[src/rtl/uart_wdc_pkg.sv]
package uart_wdc_pkg;
  localparam int CTRL_W = 8;

  localparam int B_MODE_SRC = 0;
  localparam int B_MODE_LO  = 1;
  localparam int B_THR_END  = 3;
  localparam int B_WAKE_EN  = 4;
  localparam int B_DSR_IE   = 5;
  localparam int B_TX_G1    = 6;
  localparam int B_RX_G1    = 7;

  typedef enum logic [1:0] {
    DMA_OFF   = 2'd0,
    DMA_SPLIT = 2'd1,
    DMA_RX0   = 2'd2,
    DMA_TX0   = 2'd3
  } dma_mode_e;
endpackage

[src/rtl/uart_wdc_pin_sync.sv]
module uart_wdc_pin_sync #(
  parameter int   STAGES  = 2,
  parameter logic RST_VAL = 1'b1
) (
  input  logic clk_i,
  input  logic rst_ni,
  input  logic pin_i,
  output logic fall_o
);
  localparam int DEPTH = STAGES + 1;
  logic [DEPTH-1:0] sh_q;

  always_ff @(posedge clk_i or negedge rst_ni) begin
    if (!rst_ni) sh_q <= {DEPTH{RST_VAL}};
    else         sh_q <= {sh_q[DEPTH-2:0], pin_i};
  end

  // last synced sample low, one before high
  assign fall_o = sh_q[DEPTH-1] & ~sh_q[DEPTH-2];
endmodule

[src/rtl/uart_wdc_ctrl_reg.sv]
module uart_wdc_ctrl_reg
  import uart_wdc_pkg::*;
#(
  parameter int REG_W = 32
) (
  input  logic              clk_i,
  input  logic              rst_ni,
  input  logic              we_i,
  input  logic [REG_W-1:0]  wdata_i,
  input  logic              any_fall_i,
  output logic [CTRL_W-1:0] ctrl_o,
  output logic              sts_o
);
  logic [CTRL_W-1:0] ctrl_q;
  logic              sts_q, en_nxt;

  assign en_nxt = we_i ? wdata_i[B_WAKE_EN] : ctrl_q[B_WAKE_EN];

  always_ff @(posedge clk_i or negedge rst_ni) begin
    if (!rst_ni) begin
      ctrl_q <= '0;
      sts_q  <= 1'b0;
    end else begin
      if (we_i) ctrl_q <= wdata_i[CTRL_W-1:0];
      // disabling clears on the same edge as the write
      sts_q <= en_nxt & (sts_q | (ctrl_q[B_WAKE_EN] & any_fall_i));
    end
  end

  assign ctrl_o = ctrl_q;
  assign sts_o  = sts_q;
endmodule

[src/rtl/uart_wdc_dma_route.sv]
module uart_wdc_dma_route
  import uart_wdc_pkg::*;
(
  input  logic       src_field_i,
  input  logic [1:0] field_i,
  input  logic       legacy_i,
  input  logic       tx_need_i,
  input  logic       rx_need_i,
  output logic [1:0] req_no
);
  dma_mode_e mode;

  always_comb begin
    mode = src_field_i ? dma_mode_e'(field_i)
                       : (legacy_i ? DMA_SPLIT : DMA_OFF);
    req_no = 2'b11;
    unique case (mode)
      DMA_SPLIT: req_no = {~rx_need_i, ~tx_need_i};
      DMA_RX0:   req_no[0] = ~rx_need_i;
      DMA_TX0:   req_no[0] = ~tx_need_i;
      default:   req_no = 2'b11;
    endcase
  end
endmodule

[src/rtl/uart_wake_dma_ctl.sv]
module uart_wake_dma_ctl
  import uart_wdc_pkg::*;
#(
  parameter int REG_W       = 32,
  parameter int SYNC_STAGES = 2
) (
  input  logic             clk_i,
  input  logic             rst_ni,
  input  logic             reg_we_i,
  input  logic [REG_W-1:0] reg_wdata_i,
  output logic [REG_W-1:0] reg_rdata_o,
  input  logic             rx_i,
  input  logic             cts_ni,
  input  logic             dsr_ni,
  input  logic             tx_fifo_empty_i,
  input  logic             tx_shift_empty_i,
  input  logic             thr_level_i,
  input  logic             tx_dma_need_i,
  input  logic             rx_dma_need_i,
  input  logic             fcr_dma_mode_i,
  output logic             wake_sts_o,
  output logic             wake_irq_o,
  output logic             thr_irq_o,
  output logic [1:0]       dma_req_no,
  output logic             dsr_irq_en_o,
  output logic             tx_gran1_o,
  output logic             rx_gran1_o
);
  localparam int NPIN = 3;

  logic [NPIN-1:0]   pins, falls;
  logic [CTRL_W-1:0] ctrl;
  logic              sts;

  assign pins = {dsr_ni, cts_ni, rx_i};

  for (genvar g = 0; g < NPIN; g++) begin : g_pin
    uart_wdc_pin_sync #(.STAGES(SYNC_STAGES), .RST_VAL(1'b1)) u_sync (
      .clk_i (clk_i),
      .rst_ni(rst_ni),
      .pin_i (pins[g]),
      .fall_o(falls[g])
    );
  end

  uart_wdc_ctrl_reg #(.REG_W(REG_W)) u_reg (
    .clk_i     (clk_i),
    .rst_ni    (rst_ni),
    .we_i      (reg_we_i),
    .wdata_i   (reg_wdata_i),
    .any_fall_i(|falls),
    .ctrl_o    (ctrl),
    .sts_o     (sts)
  );

  uart_wdc_dma_route u_dma (
    .src_field_i(ctrl[B_MODE_SRC]),
    .field_i    (ctrl[B_MODE_LO+1:B_MODE_LO]),
    .legacy_i   (fcr_dma_mode_i),
    .tx_need_i  (tx_dma_need_i),
    .rx_need_i  (rx_dma_need_i),
    .req_no     (dma_req_no)
  );

  assign reg_rdata_o  = {{(REG_W-CTRL_W){1'b0}}, ctrl};
  assign wake_sts_o   = sts;
  assign wake_irq_o   = sts & ctrl[B_WAKE_EN];
  assign thr_irq_o    = ctrl[B_THR_END] ? (tx_fifo_empty_i & tx_shift_empty_i)
                                        : thr_level_i;
  assign dsr_irq_en_o = ctrl[B_DSR_IE];
  assign tx_gran1_o   = ctrl[B_TX_G1];
  assign rx_gran1_o   = ctrl[B_RX_G1];
endmodule

[config.mk]
export PLATFORM = sky130hd
export DESIGN_NAME = uart_wake_dma_ctl
export DESIGN_NICKNAME = d
export VERILOG_FILES = /design/src/rtl/uart_wdc_pkg.sv /design/src/rtl/uart_wdc_pin_sync.sv /design/src/rtl/uart_wdc_ctrl_reg.sv /design/src/rtl/uart_wdc_dma_route.sv /design/src/rtl/uart_wake_dma_ctl.sv
export SDC_FILE = /design/constraint.sdc
export NUM_CORES = 1
export LEC_CHECK = 0
export ABC_AREA = 1
export BUFFER_PORTS_ARGS = -buffer_cell sky130_fd_sc_hd__buf_2
export CAP_MARGIN = 20
export CORE_MARGIN = 2
export CORE_UTILIZATION = 36
export DETAILED_ROUTE_END_ITERATION = 16
export PLACE_DENSITY_LB_ADDON = 0.05
export SKIP_CTS_REPAIR_TIMING = 1
export SLEW_MARGIN = 20
export SYNTH_ARGS = -nofsm -noshare
export SYNTH_HDL_FRONTEND = slang
export SYNTH_SLANG_ARGS = --single-unit
[constraint.sdc]
create_clock -name clk_i -period 1.35 [get_ports clk_i]
set_clock_uncertainty 0.15 [all_clocks]
set_input_delay 0.3375 -clock clk_i [delete_from_list [all_inputs] [get_ports clk_i]]
set_output_delay 0.3375 -clock clk_i [all_outputs]
set_load 0.01 [all_outputs]
==> summary.md, run 1 <==
| Metric | Value |
|---|---|
| DRC | 0 |
| Worst ir drop on vdd | 0.000609 V |
| F_max | 0.589 GHz |
| Seq/Total Area, Yosys | 51.3% |
| Slew Limit Fails | 0 |
| Rows | 18 |
| Initial antenna violation count | 0 |
| Cell Int Power | 0.000832 W |
| Final Total Pwr | 0.00115 W |
| Switching Share | 27.4% |
| Port Buffers | 35 |
| Final Util | 45.4% |
| Hold Vio Cnt, Final | 0 |
| Netlist cell types | 14 |
| GRT Residual Overflow | 0 |
| Die width | 54.0 µm |
| Clk network pwr share | 23.5% |
| Final hold slack | 105 ps |
| Synthesized area | 900 µm² |
| Vias per cell | 3.73 |
| GRT Overall Usage | 9.65% |
| Reg clk slew, reported paths | 100 ps |
| Yosys reg bits | 18 |
| HP Class | primary input to register |
| Initial Utilization | 37.0% |
| Clk Latency, worst-skew pair | 290 ps |
| 1st-iter DRT viols | 2 |
| PD cells | 1040 nW/µm² |
| Final setup margin | -347 ps |
| Leakage | 0.621 nW |
| Area delta synth->final | 22.8% |
| CTS tree | yes |
| # clock sinks | 18 |
| MaxCap Viol Count | 0 |
| Status | finished, violations left |
| Worst setup path startpoint | u_reg.ctrl_o[0] |
| R2R Setup Slk | 250 ps |
| Critical Path AT | 1210 ps |
| Most frequent cells in the layout | buf_2, conb_1, nand2_1 |
| First-pass GRT wire length | 1980 µm |
| Largest net degree at the start of global routing | 19 |
| Tcrit/Tclk final | 126% |
| Nets | 175 |
| Setup WS pre-CTS | -64.6 ps |
| Max Used Layer | met3 |
| Reg power frac | 54.0% |
| Post-DP HPWL | 997 µm |
| Initial DRT Pass Iterations | 3 |
| Final setup vio count | 5 |
| Diodes inserted | 0 |
| Total CTS buffers | 3 |
| Vias | 596 |
| Element type at the critical path start | register |
| Post-Syn Instances | 87 |
| Most common cell after layout, fill and taps aside | buf_2 |
| RSZ-0062 raised after global routing | true |
| Reg-to-reg startpoint | u_reg.ctrl_o[0] |
| CTS root buffer | clkbuf_4 |
| Met2 routed WL | 621 µm |
| Reg2reg end | u_reg.ctrl_o[0] |
| Die ar. | 2910 µm² |
| CP Capture Type | output port |
| Logic pwr share | 22.4% |
| Core area | 2430 µm² |
| Synth warn | 0 |
| I/O pins | 84 |
| CP Max Fanout | 5 |
| WS Path Type | register to output port |
| Layout cell share with drive strength beyond 1 | 49.2% |
| CTS max path bufs | 2 |
| NetSw | 0.000314 W |
| Vias in the first global route | 507 |
| GP Congestion | 0.671 |
| H-tree lvl count | 1 |
| Wire length on met3 | 147 µm |
| TNS Setup | -796 ps |
| Fin crit period | 1700 ps |
| R2R depth | 2 |
| Wl on met1 | 572 µm |
| Post-route ant nets | 0 |
| Wirelength per Cell | 8.38 µm |
| CP Capture Point | dma_req_no[0] |
| Required time worst endpoint | 860 ps |
| Die Ht | 54.0 µm |
| Mapped Avg Cell Area | 10.3 µm² |
| Total wire length | 1340 µm |
| Failing checks | negative setup slack |
==> cell families after synthesis <==
family          synth area share (%)
compound gates                  2.78
other cells                    0.417
mux                             7.93
simple gates                    8.34
buf+inv                         29.2
flops                           51.3
==> through the flow <==
step,area (µm²),instances
after global routing,1100,160
after CTS,1020,152
final,1100,160
after floorplan,986,110
after global placement,992,148
after detailed placement,992,148
==> cell type report <==
class / count / area, µm²
Timing Repair Buffer: 45 / 267
Multi-Input combinational cell: 52 / 270
Inverter: 11 / 41.3
Fill cell: 259 / 1330
Tap cell: 30 / 37.5
Sequential cell: 18 / 463
Clock buffer: 4 / 26.3
==> power by group through the flow <==
stage / sequential, W / combinational (W) / clock [W]
2_1_floorplan: 0.000636 / 0.000179 / 0
3_3_place_gp: 0.000626 / 0.000217 / 0
3_5_place_dp: 0.000627 / 0.000220 / 0
4_1_cts: 0.000618 / 0.000220 / 0.000293
5_1_grt: 0.000626 / 0.000292 / 0.000308
6_report: 0.000619 / 0.000257 / 0.000270
==> how the worst min path moves through the flow <==
stage	from	to	slack, ps	cells past startpoint
after detailed placement	rst_ni	u_reg.ctrl_o[0]	140	1
final	reg_wdata_i[1]	u_reg.ctrl_o[1]	110	3
after global placement	rst_ni	u_reg.ctrl_o[7]	140	1
after global routing	reg_wdata_i[7]	u_reg.ctrl_o[7]	100	2
after CTS	rst_ni	u_reg.ctrl_o[0]	-200	1
after floorplan	rst_ni	u_reg.ctrl_o[0]	-110	0
==> worst max-delay path: stages (launching register included) <==
cell,delay [ps]
dfrtp_2,450
o21ai_2,160
nand3b_1,90
nand2_1,70
inv_1,30
buf_2,130
==> Yosys cell counts <==
library cell	number	area (µm²)
conb_1	1	3.75
dfrtp_1	9	225
inv_1	11	41.3
dfstp_2	9	236
nand2_1	14	52.6
mux2_2	1	11.3
buf_4	28	210
a21oi_1	1	5.00
buf_6	1	11.3
o21ai_0	2	10.0
mux2_4	4	60.1
o21ai_1	2	10.0
nand3b_1	1	7.51
nand3_1	3	15.0
==> sequential cells by signal, summed over array words and instances, names as in the netlist <==
| signal | cells |
|---|---|
| g_pin.u_sync.sh_q | 9 |
| u_reg.sts_o | 1 |
| u_reg.ctrl_o | 8 |
==> metal layers <==
layer / up-vias / GRT usage [%]
met4: 0 / 6.25
met2: 43 / 16.1
met3: 0 / 1.67
met5: - / 0
li1: 295 / -
met1: 258 / 11.4
(Power assumes the default switching activity.)
==> run 2, diff against run 1 <==
--- a/config.mk
+++ b/config.mk
@@ -12,6 +12,7 @@
 export CORE_UTILIZATION = 36
 export DETAILED_ROUTE_END_ITERATION = 16
 export PLACE_DENSITY_LB_ADDON = 0.05
+export REMOVE_ABC_BUFFERS = 1
 export SKIP_CTS_REPAIR_TIMING = 1
 export SLEW_MARGIN = 20
 export SYNTH_ARGS = -nofsm -noshare
==> run 2 against run 1 <==
The run still ends with negative setup slack left. Sequential share of layout area is 0.25 points lower. Routed wire length is 3.4% lower. First-iteration DRC count is 100% lower. Sequential cell count stayed put. Critical endpoint unchanged. Largest power group unchanged.
==> summary.md, run 2 (synthesized netlist as in run 1, its figures left out) <==
| Metric | Value |
|---|---|
| Vias | 601 |
| Slew Limit Fails | 0 |
| Logic pwr share | 22.6% |
| CP top delay family | flip-flops |
| MaxCap Viol Count | 0 |
| Final setup margin | -317 ps |
| Required time worst endpoint | 860 ps |
| CTS root buffer | clkbuf_4 |
| Most common cell after layout, fill and taps aside | buf_2 |
| Critical-path top delay cell | dfrtp_1 |
| H-tree lvl count | 1 |
| CP Max Fanout | 4 |
| Cells along the critical path | o21ai_2, inv_1, nand2_1, nand2_1, inv_1, buf_2 |
| Tcrit/Tclk final | 123% |
| Worst ir drop on vdd | 0.000622 V |
| Initial DRT Pass Iterations | 1 |
| CTS max path bufs | 2 |
| Nets | 176 |
| Wirelength per Cell | 8.05 µm |
| TNS Setup | -840 ps |
| F_max | 0.600 GHz |
| CTS tree | yes |
| Final Util | 45.6% |
| NetSw | 0.000305 W |
| Die Ht | 54.0 µm |
| Cell Int Power | 0.000832 W |
| R2R Setup Slk | 260 ps |
| Final Total Pwr | 0.00114 W |
| Fin crit period | 1670 ps |
| DRC | 0 |
| Post-route ant nets | 0 |
| 1st-iter DRT viols | 0 |
| Reg clk slew, reported paths | 100 ps |
| Clk network pwr share | 23.1% |
| Seq. cell area | 462 µm² |
| Failing checks | negative setup slack |
| GRT Overall Usage | 9.07% |
| PD cells | 1030 nW/µm² |
| Switching Share | 26.8% |
| Rows | 18 |
| Element type at the critical path start | register |
| Reg power frac | 54.3% |
| Leakage | 0.626 nW |
| Clk Latency, worst-skew pair | 280 ps |
| Status | finished, violations left |
| Area delta synth->final | 23.2% |
| Final setup vio count | 5 |
| Crit-path max cell delay | 430 ps |
| Most frequent cells in the layout | buf_2, conb_1, nand2_1 |
| # clock sinks | 18 |
| Diodes inserted | 0 |
| Multi-input logic area | 268 µm² |
| Vias per cell | 3.73 |
| RSZ-0062 raised after global routing | true |
| Vias in the first global route | 451 |
| Post-DP HPWL | 941 µm |
| Fill cells | 250 |
| CP Capture Type | output port |
| GP Congestion | 0.637 |
| Total CTS buffers | 3 |
| Critical Path AT | 1180 ps |
| Reg with most FFs | g_pin.u_sync.sh_q |
| First-pass GRT wire length | 1830 µm |
| Die ar. | 2910 µm² |
| Max reg flops | 9 |
| Core area | 2430 µm² |
| Layout cell share with drive strength beyond 1 | 48.1% |
| Initial antenna violation count | 0 |
| Initial Utilization | 37.0% |
| WS Path Type | register to output port |
| Total wire length | 1300 µm |
| I/O pins | 84 |
| HP Class | primary input to register |
| Die width | 54.0 µm |
| Buf+Inv Stages, Crit Path | 3 |
| Port Buffers | 35 |
| Hold Vio Cnt, Final | 0 |
| Largest net degree at the start of global routing | 19 |
| GRT Residual Overflow | 0 |
==> run 2: changes by cell type in the layout (fill, tap and decap cells not counted), sizes merged <==
| cell | before | now |
|---|---|---|
| buf | 41 | 42 |
==> run 2: final timing paths <==
kind / start / to / cells after the start
max in group asynchronous: rst_ni / g_pin[0].u_sync.sh_q[2] / 2
setup / recovery: u_reg.ctrl_o[0] / dma_req_no[0] / 6
min in group asynchronous: rst_ni / u_reg.ctrl_o[5] / 2
hold / removal: reg_wdata_i[3] / u_reg.ctrl_o[3] / 3
setup reg to reg: u_reg.ctrl_o[0] / u_reg.ctrl_o[0] / 2
hold reg to reg: g_pin[1].u_sync.sh_q[0] / g_pin[1].u_sync.sh_q[1] / 0
==> run 2: metal layers <==
metal  wire length [µm]  part of all wire (%)  GRT usage [%]
met3                145                    11           2.22
met4                 16                   1.2           7.50
met1                559                    43           10.7
met2                574                    44           13.8
met5                  0                     0              0
==> run 2: power by group through the flow <==
stage | Clock, W | Sequential, W | Combinational, W
after floorplan | 0 | 0.000643 | 0.0000968
after global placement | 0 | 0.000625 | 0.000220
after detailed placement | 0 | 0.000626 | 0.000221
after CTS | 0.000281 | 0.000616 | 0.000222
after global routing | 0.000311 | 0.000623 | 0.000292
final | 0.000263 | 0.000617 | 0.000257
==> run 2: per-stage QoR <==
| step | instances | hold WS, ps | area, µm² | setup slack [ps] |
|---|---|---|---|---|
| after CTS | 152 | -190 | 1020 | -384 |
| after global placement | 148 | 135 | 992 | -30.9 |
| after floorplan | 81 | -108 | 764 | 33.1 |
| final | 161 | 106 | 1110 | -317 |
| after global routing | 161 | 100 | 1110 | -444 |
| after detailed placement | 148 | 134 | 992 | -63.4 |
==> run 2: worst reg2reg max path, delay by kind of cell, from the launching register on <==
kind	cells	cell delay, ps
buffers and inverters	1	150
muxes	1	250
DFF	1	430
==> run 2: layout make-up <==
cell class | instances | share of cell area (%)
Tap cell | 30 | 3.39
Timing Repair Buffer | 46 | 24.7
Clock buffer | 4 | 2.37
Inverter | 11 | 3.72
Sequential cell | 18 | 41.6
Multi-Input combinational cell | 52 | 24.2
==> run 3, diff against run 2 <==
--- a/config.mk
+++ b/config.mk
@@ -11,7 +11,8 @@
 export CORE_MARGIN = 2
 export CORE_UTILIZATION = 36
 export DETAILED_ROUTE_END_ITERATION = 16
-export PLACE_DENSITY_LB_ADDON = 0.05
+export GPL_ROUTABILITY_DRIVEN = 0
+export PLACE_DENSITY = 0.77
 export REMOVE_ABC_BUFFERS = 1
 export SKIP_CTS_REPAIR_TIMING = 1
 export SLEW_MARGIN = 20
==> constraint.sdc (replaced) <==
create_clock -name clk_i -period 1.35 [get_ports clk_i]
set_clock_uncertainty 0.15 [all_clocks]
set_input_delay 0.3375 -clock clk_i [delete_from_list [all_inputs] [get_ports clk_i]]
set_output_delay 0.3375 -clock clk_i [all_outputs]
set_load 0.02 [all_outputs]
==> run 3 against run 2 <==
The flow still finishes with violations (negative setup slack). Power increased by 16%. Sequential cell count unchanged. Final cell count decreased by 0.62%. Design area increased by 8.5%. Register-to-register slack about the same. Sequential share of layout area decreased by 3.1 points. Maximum frequency decreased by 2.5%. Critical path depth decreased by 1.
==> summary.md, run 3 (synthesized netlist as in run 1, its figures left out) <==
| Metric | Value |
|---|---|
| RSZ-0062 raised after global routing | true |
| Total wire length | 1410 µm |
| Most frequent cells in the layout | conb_1, buf_2, buf_6 |
| Failing checks | negative setup slack |
| Final setup vio count | 6 |
| Most common cell after layout, fill and taps aside | conb_1 |
| CTS tree | yes |
| HP Class | primary input to register |
| # clock sinks | 18 |
| Fill cells | 224 |
| Buf+Inv Stages, Crit Path | 3 |
| Layout Cells excl Fill | 160 |
| Slew Limit Fails | 0 |
| GRT Overall Usage | 8.12% |
| F_max | 0.585 GHz |
| Vias | 607 |
| Total CTS buffers | 3 |
| Nets | 175 |
| Reg clk slew, reported paths | 90 ps |
| Port Buffers | 35 |
| Fin crit period | 1710 ps |
| Vias per cell | 3.79 |
| Core area | 2430 µm² |
| Vias in the first global route | 428 |
| Required time worst endpoint | 860 ps |
| Cells along the critical path | o21ai_2, inv_1, buf_4, nand3_2, buf_6 |
| WS Path Type | register to output port |
| Post-route ant nets | 0 |
| Wirelength per Cell | 8.81 µm |
| Initial antenna violation count | 0 |
| PD cells | 1100 nW/µm² |
| Initial DRT Pass Iterations | 1 |
| Post-DP HPWL | 1010 µm |
| Max reg flops | 9 |
| TNS Setup | -1000 ps |
| Critical Path AT | 1220 ps |
| Die width | 54.0 µm |
| Status | finished, violations left |
| CP top delay family | flip-flops |
| Reg with most FFs | g_pin.u_sync.sh_q |
| Placed cells | 147 |
| GRT Residual Overflow | 0 |
| 1st-iter DRT viols | 0 |
| I/O pins | 84 |
| Largest net degree at the start of global routing | 19 |
| Rows | 18 |
| Area delta synth->final | 33.7% |
| Initial Utilization | 37.0% |
| Element type at the critical path start | register |
| Crit-path max cell delay | 450 ps |
| First-pass GRT wire length | 1730 µm |
| Worst ir drop on vdd | 0.00101 V |
| CP Capture Type | output port |
| Hold Vio Cnt, Final | 0 |
| Diodes inserted | 0 |
| MaxCap Viol Count | 0 |
| Critical-path top delay cell | dfrtp_2 |
| DRC | 0 |
| Die Ht | 54.0 µm |
| Leakage | 0.658 nW |
| CTS max path bufs | 2 |
| Tcrit/Tclk final | 127% |
| Layout cell share with drive strength beyond 1 | 50.0% |
| Final setup margin | -360 ps |
| Clk Latency, worst-skew pair | 280 ps |
| CTS root buffer | clkbuf_4 |
| Die ar. | 2910 µm² |
| CP Max Fanout | 4 |
| H-tree lvl count | 1 |
-- run 3: cell count changes in the layout (fill, tap and decap cells not counted) --
cell / previous run / this run
dfrtp_2: 0 / 1
clkbuf_1: 1 / 0
nand3_2: 0 / 1
buf_4: 7 / 5
clkbuf_8: 0 / 1
buf_6: 1 / 15
nand3_1: 3 / 2
buf_2: 34 / 21
dfrtp_1: 9 / 8
-- run 3: final timing paths --
path / from / slack, ps / depth (start not counted) / to
hold / removal: reg_wdata_i[1] / 110 / 3 / u_reg.ctrl_o[1]
setup / recovery: u_reg.ctrl_o[0] / -360 / 5 / dma_req_no[1]
min in group asynchronous: rst_ni / 350 / 2 / u_reg.ctrl_o[1]
hold reg to reg: g_pin[1].u_sync.sh_q[0] / 210 / 0 / g_pin[1].u_sync.sh_q[1]
max in group asynchronous: rst_ni / 390 / 2 / g_pin[2].u_sync.sh_q[0]
setup reg to reg: u_reg.ctrl_o[0] / 250 / 2 / u_reg.ctrl_o[0]
-- run 3: tightest hold or removal path, cell delays in order --
cell and delay (ps):
buf_2 70, nand2_1 40, o21ai_0 60
-- run 3: through the flow --
step | cell area [µm²] | hold slack (ps) | util (%) | total power (W) | setup slack, ps
final | 1200 | 110 | 49.4 | 0.00132 | -360
after global routing | 1200 | 91.4 | 49.4 | 0.00141 | -443
after CTS | 1020 | -189 | 42.0 | 0.00123 | -403
after detailed placement | 985 | 129 | 40.5 | 0.000913 | -99.1
after global placement | 985 | 117 | 40.5 | 0.000906 | -62.9
after floorplan | 764 | -108 | - | 0.000807 | -85.9
-- run 3: area by class of cell --
| class | count | area [µm²] | area share (%) |
|---|---|---|---|
| clock buffer | 4 | 36.3 | 3.02 |
| multi-input combinational | 52 | 273 | 22.7 |
| inverter | 11 | 41.3 | 3.43 |
| sequential | 18 | 463 | 38.5 |
| timing repair buffer | 45 | 352 | 29.2 |
| tap | 30 | 37.5 | 3.12 |
-- run 3: power breakdown --
group	total (W)	switching, W	internal [W]
clock network	0.000312	0.000148	0.000164
logic	0.000385	0.000208	0.000177
registers	0.000626	0.0000339	0.000592
-- run 3: routing by layer --
| layer | global-route usage, % | vias up | share of wire [%] |
|---|---|---|---|
| li1 | - | 298 | - |
| met1 | 9.09 | 273 | 35 |
| met2 | 14.6 | 36 | 56 |
| met3 | 3.33 | 0 | 8.7 |
| met4 | 1.25 | 0 | 0 |
| met5 | 0 | - | 0 |
